File: src/rtl/lfsr_tpg.sv
module lfsr_tpg #(
  parameter int N = 8
) (
  input  logic         clk,
  input  logic         rst,
  input  logic         en,
  input  logic         load,
  input  logic [N-1:0] seed,
  input  logic [N-2:0] taps,
  input  logic         topo,
  input  logic [1:0]   mode,
  output logic [N-1:0] pattern,
  output logic         wrap,
  output logic         lockup
);
  localparam logic [1:0] M_LFSR = 2'd0;
  localparam logic [1:0] M_FULL = 2'd1;
  localparam logic [1:0] M_CNT  = 2'd2;

  logic [N-1:0] st, seed_q, nxt;
  logic [N-2:0] taps_q;
  logic         topo_q;
  logic [1:0]   mode_q;
  logic         zfill, fb;

  assign zfill   = (mode_q == M_FULL) && (st[N-2:0] == '0);
  assign lockup  = (mode_q == M_LFSR) && (st == '0);
  assign pattern = st;

  always_comb begin
    fb  = st[N-1] ^ zfill;
    nxt = '0;
    if (mode_q[1]) begin
      nxt = st + 1'b1;
    end else if (!topo_q) begin
      for (int i = 1; i < N; i++) fb = fb ^ (taps_q[i-1] & st[i-1]);
      nxt = {st[N-2:0], fb};
    end else begin
      nxt[0] = fb;
      for (int i = 1; i < N; i++) nxt[i] = st[i-1] ^ (taps_q[i-1] & fb);
    end
  end

  always_ff @(posedge clk) begin
    if (rst) begin
      st     <= '0;
      seed_q <= '0;
      taps_q <= '0;
      topo_q <= 1'b0;
      mode_q <= M_CNT;
      wrap   <= 1'b0;
    end else if (load) begin
      st     <= seed;
      seed_q <= seed;
      taps_q <= taps;
      topo_q <= topo;
      mode_q <= mode;
      wrap   <= 1'b0;
    end else if (en && !lockup) begin
      st   <= nxt;
      wrap <= (nxt == seed_q);
    end else begin
      wrap <= 1'b0;
    end
  end


  reset_clear_chk: assert property (@(posedge clk)
    rst |=> (pattern == '0 && !wrap && !lockup));


  load_seed_chk: assert property (@(posedge clk) disable iff (rst)
    load |=> (pattern == $past(seed) && !wrap));


  idle_hold_chk: assert property (@(posedge clk) disable iff (rst)
    (!en && !load) |=> ($stable(pattern) && !wrap));


  wrap_at_seed_chk: assert property (@(posedge clk) disable iff (rst)
    wrap |-> (pattern == seed_q));


  lockup_hold_chk: assert property (@(posedge clk) disable iff (rst)
    (lockup && !load) |=> (pattern == '0 && !wrap));


  count_step_chk: assert property (@(posedge clk) disable iff (rst)
    (mode_q[1] && en && !load) |=> (pattern == $past(pattern) + 1'b1));
endmodule

File: config.mk
export PLATFORM = sky130hd
export DESIGN_NAME = lfsr_tpg
export DESIGN_NICKNAME = d
export VERILOG_FILES = /design/src/rtl/lfsr_tpg.sv
export SDC_FILE = /design/constraint.sdc
export NUM_CORES = 1
export LEC_CHECK = 0
export ABC_AREA = 1
export CAP_MARGIN = 10
export CORE_MARGIN = 3
export CORE_UTILIZATION = 48
export DETAILED_ROUTE_END_ITERATION = 16
export PLACE_DENSITY = 0.74
export SYNTH_ARGS = -nofsm -noshare
export SYNTH_HDL_FRONTEND = slang
export SYNTH_SLANG_ARGS = --single-unit
File: constraint.sdc
create_clock -name clk -period 4.4 [get_ports clk]
set_input_delay 0.88 -clock clk [delete_from_list [all_inputs] [get_ports clk]]
set_output_delay 0.88 -clock clk [all_outputs]
set_load 0.005 [all_outputs]
After elaboration in Yosys (flattened, before gate mapping):

Cells that the tools add are included.

* register bits: 27
* input port bits: 22
* output and inout port bits: 10
* word-level logic and storage cells: 52

* add/sub/neg operators: 1
* equal/unequal tests: 2
* mux-type cells: 4
* bitwise operators: 30
* reduce and logical (&&, ||, !) cells: 9

Operators with widths (count)
* two-way mux 8 bit: 4
* XOR 1 bit: 15
* AND 1 bit: 14
* adder 8 x 1 -> 8 bit, second input constant: 1
* equality test 8 bit: 1
* logical NOT 8 bit: 1
* logical NOT 7 bit: 1
* logical AND 1 bit: 3
* OR reduction 3 bit: 1
* equality test 2 x 1 -> 1 bit, second input constant: 1
* logical NOT 2 bit: 1
* nonzero test 2 bit: 1
* logical NOT 1 bit: 1
* NOT 1 bit: 1

Logic depth before layout (Yosys ltp):

Gate-level depths: netlist (run 1).

* depth in word-level cells: 14
* mapped depth: 17
* gate-level depth less buffers: 17

Worst setup path after synthesis (run 1):

No wires, ideal clock.

* path kind: register to output
* from: register st[0] (netlist: pattern[0])
* to: output lockup
* data arrival time: 1101 ps
* required time: 3520 ps
* slack: 2419 ps
* stages on the path, launching flop included: 7
* buffers on the path: 0
* cells stage by stage: dfxtp_1 > inv_2 > ha_1 > nand2_2 > nor2_4 > nand2_1 > nor4_2

* word-level cells in the longest chain between the ends: 2

RTL lines
* start: declaration: RTL line 20 `logic [N-1:0] st, seed_q, nxt;`
* start signal: assignment: RTL line 60 `st <= nxt;`
* logical NOT 8 bit: RTL line 27 `assign lockup = (mode_q == M_LFSR) && (st == '0);`
* logical AND 1 bit: RTL line 27
* end: declaration: RTL line 14 `output logic lockup`

No other way between the ends.

Worst setup path in the final report (run 1):

Ends and elaborated chain as after synthesis.

==> results of run 1 <==
registers in the layout, indices dropped and copies added, names as in the netlist:
signal   flops
topo_q       1
wrap         1
pattern      8
mode_q       2
taps_q       7
seed_q       8
cells by family after synthesis:
kind of cell / count (synthesis) / synth area share, %
adder cells (fa/ha/maj): 2 / 1.41
AO/OA/AOI/OAI: 42 / 12.9
AND/OR/NAND/NOR: 162 / 43.6
XOR/XNOR: 2 / 0.990
buffers and inverters: 46 / 10.5
flip-flops: 27 / 30.5
synth_stat cells, drive strengths merged:
cell type / instances / area [sq um]
a21oi: 7 / 38.8
nor4: 1 / 12.5
nand3: 38 / 215
or2: 1 / 6.26
a31oi: 4 / 25.0
o21ai: 23 / 115
ha: 2 / 25.0
dfxtp: 27 / 541
inv: 36 / 135
nand2: 84 / 335
nand4: 9 / 71.3
xnor2: 2 / 17.5
clkbuf: 6 / 22.5
nor3: 1 / 10.0
nor2: 27 / 114
buf: 4 / 28.8
nand3b: 1 / 7.51
o22ai: 8 / 50.1
final cells by class:
cell class	count	share of cell area, %
Clock buffer	4	2.11
Inverter	36	6.34
Tap cell	46	2.70
Sequential cell	27	25.4
Timing Repair Buffer	31	14.6
Multi-Input combinational cell	208	48.9
metrics by stage:
step	std cells	utilization (%)	total power, uW	hold slack (ps)
floorplan	281	-	384	455
global placement	348	60.6	436	482
detailed placement	348	60.6	438	488
CTS	352	61.9	578	503
global route	352	61.9	611	532
finish	352	61.9	582	501
path summary, 6_finish.rpt:
kind	start	end	cells after the start
worst max-delay path	pattern[0]	lockup	7
worst min register to register	seed_q[0]	seed_q[0]	2
worst min-delay path	seed_q[0]	seed_q[0]	2
worst max register to register	pattern[0]	wrap	15
worst register-to-register path, cell delays in order, from the launching register on:
cell	delay, ps
sky130_fd_sc_hd__dfxtp_1	520
sky130_fd_sc_hd__inv_2	110
sky130_fd_sc_hd__ha_1	250
sky130_fd_sc_hd__nand2_2	90
sky130_fd_sc_hd__nor2_4	50
sky130_fd_sc_hd__nand3_2	60
sky130_fd_sc_hd__nand2_2	70
sky130_fd_sc_hd__nand2_4	160
sky130_fd_sc_hd__nand2_1	90
sky130_fd_sc_hd__o21ai_0	170
sky130_fd_sc_hd__nand3_1	150
sky130_fd_sc_hd__nand3_1	110
sky130_fd_sc_hd__nand2_1	60
sky130_fd_sc_hd__nor2_1	90
sky130_fd_sc_hd__nand2_1	60
sky130_fd_sc_hd__nor2_1	80
power by group through the flow:
stage                     combinational [uW]  clock, uW  sequential, uW
after global routing                     167        155             288
after floorplan                          103          0             281
after global placement                   146          0             290
after detailed placement                 147          0             290
after CTS                                148        146             285
final                                    149        148             285
routing by layer:
| metal | vias to the layer above | share of wire [%] | global-route usage, % |
|---|---|---|---|
| met5 | - | 0 | 0 |
| met3 | 6 | 5.4 | 4.38 |
| li1 | 970 | - | - |
| met4 | 0 | 1.2 | 4.82 |
| met2 | 47 | 45 | 36.4 |
| met1 | 841 | 48 | 30.0 |
==> flow_results.org, run 1 <==
** Run status
- The run finished with clean final reports.

** Die
- Placeable core area :: 3440 sq um
- Number of standard-cell rows in the floorplan :: 21
- In this run the count of I/O pins placed on the die edge is 32.
- The die covers roughly 4500 sq um.
- Effective utilization at floorplan :: 51.4%
- In this run the vertical extent of the chip is ~67 um.
- The die is 66.7 um wide.

** Logic synthesis
- The number of nets in the synthesized netlist is a little over 300.
- Synthesis instantiated 29 different standard cells from the library.
- In the synthesized netlist, the number of instances is 281.
- Summed instance area of the synthesized netlist :: between 1500 and 2000 sq um
- For this run, the number of Yosys warnings is 0.
- Sequential cells were found to cover 30.5% of the synthesized design area.
- Syn_area_per_cell :: approximately 6.3 sq um
- In this run, synthesis produced a sequential element count of 27.

** Critical path
- Counting both buffers and inverters, the worst setup path holds a total of 2.
- Data on the critical path is required at its endpoint by 3520 ps.
- In this run the worst path has a maximum fanout of 9.
- The largest individual stage delay along the critical path comes from the cell sky130_fd_sc_hd__clkdlybuf4s50_1.
- The setup check on the worst reg-to-reg path leaves a slack of approximately 2200 ps.
- WS Path Type :: reg2out
- Crit-path max cell delay :: 550 ps
- Nature of the critical path startpoint :: flop
- The worst setup path is captured at an output pin.
- Worst path arrival time :: around 2100 ps
- Ordered list of cells on the worst path :: inv_2, ha_1, nand2_2, nor2_4, nand2_1, nor4_2, clkdlybuf4s50_1
- In this design, the largest share of critical-path delay is due to buffers and inverters.

** Clock tree
- Once the clock tree was built, the setup fixing pass inserted 0 buffers.
- Gates resized during post-CTS repair numbered 0.
- Clock Sinks :: 27
- In this run the number of H-tree levels came out at 1.
- Hold-fix buffers, CTS :: 0
- No sink is reached through more buffers than the 2 on the longest clock path.
- Clock network latency to the later pin of the worst-skew pair :: 280 ps
- Clock transition time at the flip-flop clock pins of the worst setup and hold paths :: approximately 100 ps
- Clock tree synthesis inserted a total of 3 buffers.
- The cell sitting at the root of the clock tree is a sky130_fd_sc_hd__clkbuf_8.
- TritonCTS built the clock tree.

** STA
- In the finished design, the share of the clock period the worst path needs comes to 67.2%.
- Summed over all failing endpoints, the final setup total negative slack is 0 ps.
- Setup violations remaining at the end of the flow were counted as 0.
- Worst Setup Slack, final :: 1450 ps
- Counting I/O delays and the setup requirement, the final critical path takes between 2000 and 3000 ps.
- On the final layout, the worst clock skew is roughly 1.1 ps.
- Fmax achieved :: 0.338 GHz
- Final Hold Vio Count :: 0
- Setup repair after global routing left no endpoint under its margin.
- The final count of pins violating max slew is 0.
- Worst max-slew margin expressed relative to the limit :: 60.7%
- Transition time at the pin with the least slew margin :: 588 ps

** Route
- The first detailed-routing pass ran for 4 iterations.
- DRC errors left :: 0
- Final WL :: roughly 4700 um
- Using the TritonRoute via totals, the vias-per-cell ratio works out to roughly 5.3.
- Vias :: 1,864
- WL per Instance :: 13.2 um
- In this run, the number of DRC markers left after iteration 0 of detailed routing was ~110.
- The count of nets left with antenna violations once routing finished came out at 0.

** Cells and area
- Top library cells by usage in the layout, fill and taps aside :: sky130_fd_sc_hd__nand2_1 (78), sky130_fd_sc_hd__nand3_1 (33), sky130_fd_sc_hd__inv_1 (32)
- Of the cells placed in the final design, the portion with a size suffix greater than 1 is 8.50%.
- Area Overhead vs Synth :: 20.4%
- Count of filler cells inserted in the layout :: between 300 and 400
- Commonest non-fill, non-tap cell in the layout :: sky130_fd_sc_hd__nand2_1
- Final net count :: 331
- Summing all non-filler instances in the final layout gives an area of 2130 sq um.
- Area of the multi-input gates :: roughly 1000 sq um
- Number of diodes added for antenna fixing :: 0
- Sequential cell area in the final layout :: 541 sq um

** Global routing
- Maximum number of pins on one net before global-route repair :: 18
- After global routing the overflow that remains totals 0.
- The number of global-route vias before repair was 1,613.
- Wire length of the first global-routing pass :: ~7600 um
- All-Layer GR Usage :: 22.2%
- The initial antenna violation count is 0.

** Place
- Input and output buffers added on the ports amount to 31.
- Before CTS, the worst setup slack after placement is 1400 ps.
- Detailed placement ended at an HPWL of 3550 um.
- Final RePlAce weighted congestion :: just over 0.9
- The placed instances occupy a cell area of 2090 sq um.

** Power and ir drop
- Across the VDD grid, the largest voltage drop is 196 uV.
- Net switching is 32.8% of the power.
- Internal power consumption :: a little under 400 uW
- The clock network burns 25.4% of the power.
- Part of the power in registers :: 49.0%
- Combinational group share of total power :: about a quarter
- The analysis attributes to cell leakage a power of just under 0.0009 uW.
- In this run the power density over the cells is 273 nW/um^2.
- The analysis attributes to net switching a power of approximately 190 uW.

** Run
- Across the run, the number of max-cap violations was 0.

** Worst hold path
- The worst hold path belongs to the class reg2reg.
Note: power is estimated with default switching activity, not from simulation.
==> run 2, diff against run 1 <==
==> constraint.sdc (replaced) <==
create_clock -name clk -period 2.8 [get_ports clk]
set_input_delay 0.56 -clock clk [delete_from_list [all_inputs] [get_ports clk]]
set_output_delay 0.56 -clock clk [all_outputs]
set_load 0.005 [all_outputs]
==> run 2 against run 1 <==
Effect of this change:
- first-iteration DRC count grew 12%
- wire length decreased by 1.3%
- clock-buffer cell count unchanged
- sequential share of layout area decreased by 0.18 points
- combinational power rose by 58%
- power rose by 57%
- critical path type unchanged
- clock power grew 54%
- critical path depth unchanged
- utilization rose by 0.44 points
==> flow_results.org, run 2 (synthesized netlist as in run 1, its figures left out) <==
** Critical path
- Critical Path RT :: approximately 2200 ps
- Worst r2r src :: pattern[0]
- Worst flop-to-flop path endpoint :: wrap
- For this run, the slowest stage of the critical path takes 550 ps.
- FF-to-FF setup slack :: 680 ps
- Nature of the critical path startpoint :: flop
- Worst path arrival time :: 2070 ps
- STA classifies the critical path endpoint as an output pin.
- Logic depth of the worst register-to-register path :: 15
- The critical path goes through inv_2, ha_1, nand2_2, nor2_4, nand2_1, nor4_2, clkdlybuf4s50_1.
- In this run the worst path has a maximum fanout of 9.
- Cell with the biggest individual delay on the critical path :: sky130_fd_sc_hd__clkdlybuf4s50_1
- WS Path Type :: reg2out

** STA
- Worst Setup Slack, final :: 175 ps
- Setup repair after global routing left no endpoint under its margin.
- Period Utilization, post-route :: 93.8%
- Fmax achieved :: roughly 0.38 GHz
- Setup TNS :: 0 ps
- Across the routed clock network, the largest skew measured is ~3.3 ps.
- The final count of pins violating max slew is 0.
- Worst max-slew margin expressed relative to the limit :: between 60% and 70%
- Min Tclk post-route :: 2630 ps
- Setup violations, final :: 0
- For the pin with the worst max-slew slack, the measured transition is slightly above 500 ps.
- Final Hold Vio Count :: 0

** Die
- Width of the die :: 66.7 um
- The total area inside the core boundary comes to 3440 sq um.
- Effective utilization at floorplan :: between 50% and 60%
- I/O pin total :: 32
- Die height :: about 67 um
- The die covers between 4000 and 5000 sq um.
- Number of standard-cell rows in the floorplan :: 21

** Global routing
- Global routing usage on met1 :: 31.1%
- Met2 layer usage reported by global route :: 38.2%
- Global-route layer with the greatest usage :: met2
- After global routing the overflow that remains totals 0.
- Maximum number of pins on one net before global-route repair :: 17
- The initial antenna violation count is 0.
- Global routing consumed, over all layers together, between 20% and 30% of the routing resources.
- Fraction of met3 tracks used by global routing :: 4.55%
- Wire length of the first global-routing pass :: a little over 8000 um
- Via count of the first global-routing pass :: 1,815

** Worst hold path
- The min-delay analysis places its worst path in the category reg2reg.
- Hold endpoint :: seed_q[4]
- The worst hold path passes through 2 cells.
- The startpoint identified for the worst hold timing path is seed_q[4].

** Clock tree
- For this design, the CTS-stage hold fixing added 0 buffers.
- CTS built an H-tree with a depth of 1.
- Number of clock buffers inserted by TritonCTS :: 3
- Post-CTS setup buffers :: 0
- In this run the clock root is driven by a sky130_fd_sc_hd__clkbuf_8.
- After clock tree synthesis, the clock-pin slew on the worst setup and hold paths is 100 ps.
- Clock Sinks :: 27
- TritonCTS built the clock tree.
- The clock passes through at most 2 buffers.
- For the worst-skew pair, the clock arrives at the later sink with an insertion delay of 270 ps.
- Post_cts resized :: 0

** Cells and area
- Commonest non-fill, non-tap cell in the layout :: sky130_fd_sc_hd__nand2_1
- Summing all multi-input logic gate instances after layout gives approximately 1000 sq um.
- Top library cells by usage in the layout, fill and taps aside :: sky130_fd_sc_hd__nand2_1 (78), sky130_fd_sc_hd__nand3_1 (33), sky130_fd_sc_hd__inv_1 (32)
- Cells with a size suffix above 1 make up 9.09% of the layout.
- Post-route non-filler standard cell count :: 354
- Number of diodes added for antenna fixing :: 0
- Final net count :: 333
- The filler cells instantiated in the layout total 332.
- The area growth from synthesis to layout is 21.3%.
- Across the whole layout, storage elements account for 541 sq um.
- Utilization of the core after routing :: 62.4%

** Place
- Total half-perimeter wirelength after legalization and detailed placement :: about 3500 um
- In this run, placement finished with an instance count of 350.
- Placement Setup Slack :: 522 ps
- At the end of routability-driven placement, the weighted congestion stood at about 0.87.
- Port buffering added 31 buffers.

** Route
- WL per Instance :: approximately 13 um
- The final layout contains routed wiring with a total length of 4600 um.
- DRC errors left :: 0
- Detailed routing inserted a total of 1,862 vias.
- In the routed layout, each cell is associated on average with a via count of roughly 5.3.
- The detail route stage leaves a number of antenna-violating nets equal to 0.
- First-pass iteration count of the detailed router :: 4
- DRT iter0 DRCs :: 118

** Power and ir drop
- VDD sags by at most 295 uV.
- Leakage power total :: 0.000896 uW
- Power Density :: 424 nW/um^2

** Run status
- Status :: finished, final reports clean

** Run
- The tool flagged a number of max-cap violations equal to 0.
run 2: final cells by class:
type | instances | share of cell area [%]
Tap cell | 46 | 2.68
Multi-Input combinational cell | 208 | 48.6
Inverter | 36 | 6.29
Sequential cell | 27 | 25.2
Timing Repair Buffer | 33 | 15.2
Clock buffer | 4 | 2.10
run 2: per-stage QoR:
stage / power (uW) / instance area, sq um / hold WS [ps]
after floorplan: 603 / 1770 / 455
after global placement: 688 / 2100 / 485
after detailed placement: 688 / 2100 / 486
after CTS: 914 / 2150 / 499
after global routing: 967 / 2150 / 525
final: 911 / 2150 / 498
run 2: where the power goes:
part	switching (uW)	internal (uW)	total, uW
clock network	126	102	228
registers	37.5	409	447
logic	132	104	236
total	295	616	911
run 2: how the worst max path moves through the flow:
stage / from / endpoint
after global placement: pattern[0] / lockup
final: pattern[0] / lockup
after detailed placement: load / wrap
after global routing: pattern[0] / lockup
after floorplan: pattern[0] / wrap
after CTS: pattern[0] / lockup
run 2: metal layers:
metal  wire length, um  up-vias
met2              2120       41
met4                78        0
met3               161        6
met1              2240      841
met5                 0        -
li1                  -      974
run 2: worst max-delay path, delay by kind of cell (launching register included):
kind | cells | cell delay (ps)
adder cells (fa/ha/maj) | 1 | 200
flip-flops | 1 | 410
AND/OR/NAND/NOR | 4 | 510
buffers and inverters | 2 | 670
